## src/rtl/clc_pkg.sv

```systemverilog
package clc_pkg;

    typedef enum logic {
        MODE_LOGIC = 1'b0,
        MODE_CARRY = 1'b1
    } clc_mode_e;

    typedef enum logic {
        OSEL_COMB = 1'b0,
        OSEL_REG  = 1'b1
    } clc_osel_e;

endpackage

```

## src/rtl/clc_cfg_chain.sv

```systemverilog
module clc_cfg_chain #(
    parameter int CFG_W = 18
) (
    input  logic             clk,
    input  logic             rst,
    input  logic             shift_en,
    input  logic             din,
    output logic [CFG_W-1:0] word
);
    always_ff @(posedge clk) begin
        if (rst) begin
            word <= '0;
        end else if (shift_en) begin
            word <= {word[CFG_W-2:0], din};
        end
    end
endmodule

```

## src/rtl/clc_lut.sv

```systemverilog
module clc_lut #(
    parameter int K = 3,
    localparam int ENTRIES = 1 << K
) (
    input  logic [ENTRIES-1:0] table_bits,
    input  logic [K-1:0]       sel,
    output logic               y
);
    assign y = table_bits[sel];
endmodule

```

## src/rtl/clc_combine.sv

```systemverilog
module clc_combine
    import clc_pkg::*;
(
    input  clc_mode_e mode,
    input  logic      lut_a,
    input  logic      lut_b,
    input  logic      sel_hi,
    input  logic      cin,
    output logic      res,
    output logic      cout
);
    always_comb begin
        unique case (mode)
            MODE_LOGIC: begin
                res  = sel_hi ? lut_b : lut_a;
                cout = 1'b0;
            end
            MODE_CARRY: begin
                res  = lut_a ^ lut_b ^ cin;
                cout = (lut_a & lut_b) | (lut_a & cin) | (lut_b & cin);
            end
            default: begin
                res  = 1'b0;
                cout = 1'b0;
            end
        endcase
    end
endmodule

```

## src/rtl/clc_cell.sv

```systemverilog
module clc_cell
    import clc_pkg::*;
#(
    parameter int LUT_K = 3,
    localparam int LUT_BITS = 1 << LUT_K,
    localparam int IN_W = LUT_K + 1,
    localparam int CFG_W = 2 * LUT_BITS + 2
) (
    input  logic            clk,
    input  logic            rst,
    input  logic [IN_W-1:0] lin,
    input  logic            carry_in,
    input  logic            ce,
    input  logic            cfg_en,
    input  logic            cfg_data,
    output logic            carry_out,
    output logic            cell_out
);
    logic [CFG_W-1:0] cfg_word;
    logic [1:0]       lut_y;
    clc_mode_e        cur_mode;
    clc_osel_e        cur_osel;
    logic             comb_res;
    logic             ff_q;

    clc_cfg_chain #(.CFG_W(CFG_W)) u_chain (
        .clk      (clk),
        .rst      (rst),
        .shift_en (cfg_en),
        .din      (cfg_data),
        .word     (cfg_word)
    );

    for (genvar g = 0; g < 2; g++) begin : g_lut
        clc_lut #(.K(LUT_K)) u_lut (
            .table_bits (cfg_word[g*LUT_BITS +: LUT_BITS]),
            .sel        (lin[LUT_K-1:0]),
            .y          (lut_y[g])
        );
    end

    assign cur_mode = clc_mode_e'(cfg_word[CFG_W-2]);
    assign cur_osel = clc_osel_e'(cfg_word[CFG_W-1]);

    clc_combine u_comb (
        .mode   (cur_mode),
        .lut_a  (lut_y[0]),
        .lut_b  (lut_y[1]),
        .sel_hi (lin[IN_W-1]),
        .cin    (carry_in),
        .res    (comb_res),
        .cout   (carry_out)
    );

    always_ff @(posedge clk) begin
        if (rst) begin
            ff_q <= 1'b0;
        end else if (ce && !cfg_en) begin
            ff_q <= comb_res;
        end
    end

    always_comb begin
        if (cfg_en) begin
            cell_out = 1'b0;
        end else begin
            unique case (cur_osel)
                OSEL_COMB: cell_out = comb_res;
                OSEL_REG:  cell_out = ff_q;
                default:   cell_out = 1'b0;
            endcase
        end
    end
endmodule

```

## config.mk

```make
export PLATFORM = sky130hd
export DESIGN_NAME = clc_cell
export DESIGN_NICKNAME = d
export VERILOG_FILES = /design/src/rtl/clc_pkg.sv /design/src/rtl/clc_cfg_chain.sv /design/src/rtl/clc_lut.sv /design/src/rtl/clc_combine.sv /design/src/rtl/clc_cell.sv
export SDC_FILE = /design/constraint.sdc
export NUM_CORES = 1
export LEC_CHECK = 0
export BUFFER_PORTS_ARGS = -buffer_cell sky130_fd_sc_hd__buf_2
export CORE_MARGIN = 3
export CORE_UTILIZATION = 30
export CTS_BUF_LIST = sky130_fd_sc_hd__clkbuf_16
export CTS_CLUSTER_DIAMETER = 60
export DETAILED_ROUTE_END_ITERATION = 16
export GPL_TIMING_DRIVEN = 1
export PLACE_DENSITY = 0.45
export SETUP_SLACK_MARGIN = 0.5
export SLEW_MARGIN = 20
export SYNTH_ARGS = -nofsm -noshare
export SYNTH_HDL_FRONTEND = slang
export SYNTH_HIERARCHICAL = 1
export SYNTH_SLANG_ARGS = --single-unit
```

## constraint.sdc

```tcl
create_clock -name clk -period 8.3 [get_ports clk]
set_clock_uncertainty 0.05 [all_clocks]
set_input_delay 2.075 -clock clk [delete_from_list [all_inputs] [get_ports clk]]
set_output_delay 2.075 -clock clk [all_outputs]
set_load 0.01 [all_outputs]
```

==> impl_metrics.toml, run 1 <==
[clock_network]
cts_sinks = 19
post_cts_resized = 0
cts_tree = "done"
cts-root-buf = "clkbuf_16"
cts_made_buffers = 3
clock_path_buffers = 2
htreeDepth = 1
post_cts_buffers = 0
clock_latency_ns = 0.25
cts.clk_slew.worst_paths_ns = 0.05
ctsHoldBuffers = 0

[worst_setup_path]
start_kind = "input pin"
arrival_ns = 4.06
crit_type = "input pin to output port"
reg2reg_depth = 7
cp_data_required_time_ns = 6.18
endpoint_kind = "output port"
cp_max_fo = 4

[flow_run]
max-cap-violations = 0

[sta]
fin_crit_sh_pct = 74.5
setup_violations = 0
rsz0062_at_grt = "no"
holdWs_ns = 0.465
tns_ns = 0
relSlewSlack_pct = 63.1
slew_violations = 0
hold_viol = 0
tightest_slew_ns = 0.553
fin_crit_ns = 6.18
fmax_mhz = 162

[global_route]
grt_pass1_wl_mm = 2.67
grt_max_degree = 22
grt_usage_pct = 10.1
grt_antenna_before_repair = 0
grt_overflow_total = 0
grt_pass1_vias = 576

[synth]
yosysTopAreaCell = "dfxtp_1"
async_reset_ff_share_pct = 0
synthTopCellsByCount = "mux2i_1, dfxtp_1, nor2_1, mux4_1, inv_1"
yosysWarningCount = 6
ys.flop_type = "dfxtp_1"
synth_cell_types = 16
postSynthAreaPerCell_um2 = 11.6
netlist_area_um2 = 903
ys_seq_area_share_pct = 42.1
synth_top_cell_area_share_pct = 42.1
synthTopCellsByArea = "dfxtp_1, mux2i_1, mux4_1"
syn_inst = 78
synth_edf_count = 0
ys_ff_latch = 19
synth_nets = 89
yosysMostFrequentCell = "mux2i_1"

[layout]
area_growth_pct = 14.5
insertedDiodeCount = 0
nets = 101
drive_above_1_share_pct = 19.1

[power]
vdd_drop_max_mv = 0.103
p_per_area_nw_per_um2 = 195
power_w = 0.000201
p_leak_nw = 0.473

[hold_path]
worst_hold_path_type = "flop to flop"
hold_depth = 2

[route]
wirelength_mm = 1.55
ant_nets = 0
vias = 568
wl_per_cell_um = 12.9
drc_errors = 0
drtIter0Drc = 12
firstDrtPassIters = 4
viasPerCell = 4.73

[floorplan]
ioPinCount = 12
initial_utilization_pct = 32.2
die_y_um = 60.9
rows = 19
die-area_um2 = 3710
core-area_um2 = 2810
chipWidth_um = 60.9

[outcome]
status = "completed"

[placed_design]
place_congestion = 0.658
port_buffers = 11
-- area by class of cell --
cell class | instances | area (µm²)
flip-flops and latches | 19 | 380
multi-input cells | 52 | 470
well taps | 31 | 38.8
clock buffers | 3 | 75.1
clock inverters | 1 | 3.75
repair buffers | 11 | 55.1
inverters | 3 | 11.3
fillers | 285 | 1770
-- final timing paths --
kind	start	end	slack (ns)
worst max-delay path	lin[0]	cell_out	2.12
worst min register to register	u_chain/word[12]	u_chain/word[12]	0.47
worst min-delay path	u_chain/word[12]	u_chain/word[12]	0.47
worst max register to register	u_chain/word[9]	ff_q	6.21
-- worst max-delay path, stage by stage --
cell and delay, ns:
buf_2 0.15, mux4_1 0.56, mux2_2 0.29, inv_1 0.07, fa_1 0.41, mux2i_1 0.19
mux2i_1 0.09, nor2_1 0.08, buf_2 0.14
-- logic make-up (layout without fill, tap and decap cells) --
logic type	after synthesis	count (layout)	share of synthesized area (%)
mux	27	27	37.4
fa+ha+maj	1	1	2.22
flops	19	19	42.1
simple gates	23	23	11.5
buf+inv	7	18	5.82
compound gates	1	1	0.970
-- state kept, by name, indices dropped and copies added (netlist names) --
name,count
u_chain/word,18
ff_q,1
-- where the power goes --
group | switching [W] | internal (W) | leakage, nW | total, W
sequential | 0.000000437 | 0.0000919 | 0.153 | 0.0000923
clock | 0.0000334 | 0.0000641 | 0.0423 | 0.0000974
combinational | 0.00000604 | 0.00000546 | 0.277 | 0.0000115
-- cell usage in the layout, fill, tap and decap left out --
master / instances
mux2i_1: 21
nor2_1: 19
dfxtp_1: 19
buf_2: 11
inv_1: 4
mux4_1: 4
clkbuf_16: 3
mux2_2: 2
and2b_1: 1
or2b_1: 1
nand4bb_1: 1
o21ai_2: 1
nor2b_1: 1
fa_1: 1
-- layer usage --
layer  share of wire, %  vias up  track usage [%]
met5                  0        -                0
met4                1.8        0             4.64
met3                4.7        5             4.47
met2                 45        8             16.0
met1                 48      262             11.8
li1                   -      293                -
-- per-stage QoR --
step	area [µm²]	util (%)	setup slack, ns	std cells
finish	1030	36.9	2.12	120
global placement	956	34.1	2.09	116
CTS	1030	36.9	2.08	120
floorplan	903	-	2.42	78
detailed placement	956	34.1	2.08	116
global route	1030	36.9	1.98	120
Power figures use the tool's default switching activity.
==> run 2: changes to the inputs <==
--- a/config.mk
+++ b/config.mk
@@ -12,7 +12,7 @@
 export CTS_CLUSTER_DIAMETER = 60
 export DETAILED_ROUTE_END_ITERATION = 16
 export GPL_TIMING_DRIVEN = 1
-export PLACE_DENSITY = 0.45
+export PLACE_DENSITY = 0.47
 export SETUP_SLACK_MARGIN = 0.5
 export SLEW_MARGIN = 20
 export SYNTH_ARGS = -nofsm -noshare
==> constraint.sdc (replaced) <==
create_clock -name clk -period 5.1 [get_ports clk]
set_clock_uncertainty 0.05 [all_clocks]
set_input_delay 1.275 -clock clk [delete_from_list [all_inputs] [get_ports clk]]
set_output_delay 1.275 -clock clk [all_outputs]
set_load 0.01 [all_outputs]
==> run 2 against run 1 <==
Effect of this change:
- combinational power is 93% higher
- first-iteration DRC count grew to 3.2 times the previous value
- largest cell class unchanged
- worst hold slack gained 0.012 ns
- cell area grew 8.9%
==> impl_metrics.toml, run 2 (synthesized netlist as in run 1, its figures left out) <==
[layout]
final_cell_area_um2 = 1130
stdcell_count = 132
drive_above_1_share_pct = 34.7
nets = 113
final_cell_mix = "mux2i_1, nor2_1, dfxtp_1, buf_4, buf_2"
top_register = "u_chain/word"
largest_reg_flops = 18
final_common_cell = "mux2i_1"
reg_top3 = "u_chain/word: 18 flops, ff_q: 1 flops"
area_growth_pct = 24.8
insertedDiodeCount = 0
fill_cells = 290

[global_route]
grt_pass1_wl_mm = 2.89
grt_overflow_total = 0
grt_pass1_vias = 653
grt_max_degree = 22
grt_usage_pct = 11.1
grt_antenna_before_repair = 0

[clock_network]
cts_made_buffers = 3
clock_latency_ns = 0.25
cts_tree = "done"
clock_path_buffers = 2
htreeDepth = 1
cts_sinks = 19
cts-root-buf = "clkbuf_16"
cts.clk_slew.worst_paths_ns = 0.05

[sta]
tightest_slew_ns = 0.570
setup_slack_ns = 0.606
fin_crit_ns = 4.49
tns_ns = 0
relSlewSlack_pct = 62.0
fin_crit_sh_pct = 88.1
slew_violations = 0
setup_violations = 0
rsz0062_at_grt = "no"
hold_viol = 0
fmax_mhz = 222

[floorplan]
initial_utilization_pct = 32.2
chipWidth_um = 60.9
die_y_um = 60.9
die-area_um2 = 3710
rows = 19
core-area_um2 = 2810
ioPinCount = 12

[hold_path]
hold_start = "u_chain/word[7]"
hold_depth = 2
min_to = "u_chain/word[7]"
worst_hold_path_type = "flop to flop"

[flow_run]
max-cap-violations = 0

[worst_setup_path]
reg2reg_depth = 19
rrSetupSlack_ns = 1.90
r2r_start = "u_chain/word[6]"
cp_data_required_time_ns = 3.77
cp_max_fo = 4
endpoint_kind = "output port"
arrival_ns = 3.17
crit_type = "input pin to output port"
rr_endpoint = "ff_q"
start_kind = "input pin"

[route]
drtIter0Drc = 38
wirelength_mm = 1.80
viasPerCell = 4.90
firstDrtPassIters = 3
wl_per_cell_um = 13.7
drc_errors = 0
vias = 647
ant_nets = 0

[placed_design]
dp_hpwl_mm = 1.07
place_congestion = 0.689
dp.cells = 116
dpl_cell_area_um2 = 956
port_buffers = 11
post-place-ws_ns = 0.463

[outcome]
status = "completed"

[power]
p_leak_nw = 0.510
vdd_drop_max_mv = 0.236
p_per_area_nw_per_um2 = 299
run 2: cell count changes in the layout (fill, tap and decap cells not counted):
cell | before | now
mux4_2 | 0 | 4
inv_1 | 4 | 2
buf_4 | 0 | 12
buf_2 | 11 | 10
mux2_4 | 0 | 1
mux2_2 | 2 | 1
inv_2 | 0 | 1
clkinvlp_4 | 0 | 1
mux4_1 | 4 | 0
buf_8 | 0 | 1
run 2: layout make-up:
cell class | instances | area, µm² | area share (%)
clock buffers | 3 | 75.1 | 6.66
clock inverters | 1 | 7.51 | 0.666
inverters | 3 | 11.3 | 0.999
multi-input cells | 52 | 459 | 40.7
flip-flops and latches | 19 | 380 | 33.7
well taps | 31 | 38.8 | 3.44
repair buffers | 23 | 155 | 13.8
run 2: worst max path at each step:
stage	endpoint	slack, ns	startpoint	cells past startpoint
after global routing	cell_out	0.50	lin[0]	9
after CTS	cell_out	0.51	lin[0]	9
after floorplan	cell_out	0.82	lin[0]	7
after global placement	cell_out	0.52	lin[0]	9
after detailed placement	cell_out	0.46	lin[0]	9
final	cell_out	0.61	lin[0]	9
run 2: metrics by stage:
stage	power [W]	hold WS [ns]	util, %
after floorplan	0.000168	0.424	-
after global placement	0.000173	0.454	34.1
after detailed placement	0.000173	0.456	34.1
after CTS	0.000342	0.474	40.2
after global routing	0.000351	0.503	40.2
final	0.000337	0.477	40.2
run 2: per-layer routing:
metal	part of all wire (%)	routed length, µm	GRT usage, %
met1	45	812	12.5
met2	48	866	17.1
met3	4.5	81	5.11
met4	2.4	43	6.50
met5	0	0	0
run 2: what timing repair did:
| action | CTS | global route |
|---|---|---|
| cloned | 0 | 0 |
| endpoints found under the setup margin | 1 | 1 |
| hold buffers | 0 | 0 |
| pin swaps | 0 | 1 |
| buffers inserted | 12 | 0 |
| resized for setup | 2 | 7 |
run 2: critical path: stages:
cell     delay [ns]
buf_8          0.09
mux4_2         0.49
mux2_2         0.28
inv_1          0.08
fa_1           0.39
mux2i_1        0.21
mux2i_1        0.11
nor2_1         0.10
buf_2          0.14
run 2: where the power goes:
group	internal, W	switching (W)
Combinational	0.0000113	0.0000109
Clock	0.000106	0.0000584
Sequential	0.000149	0.000000801
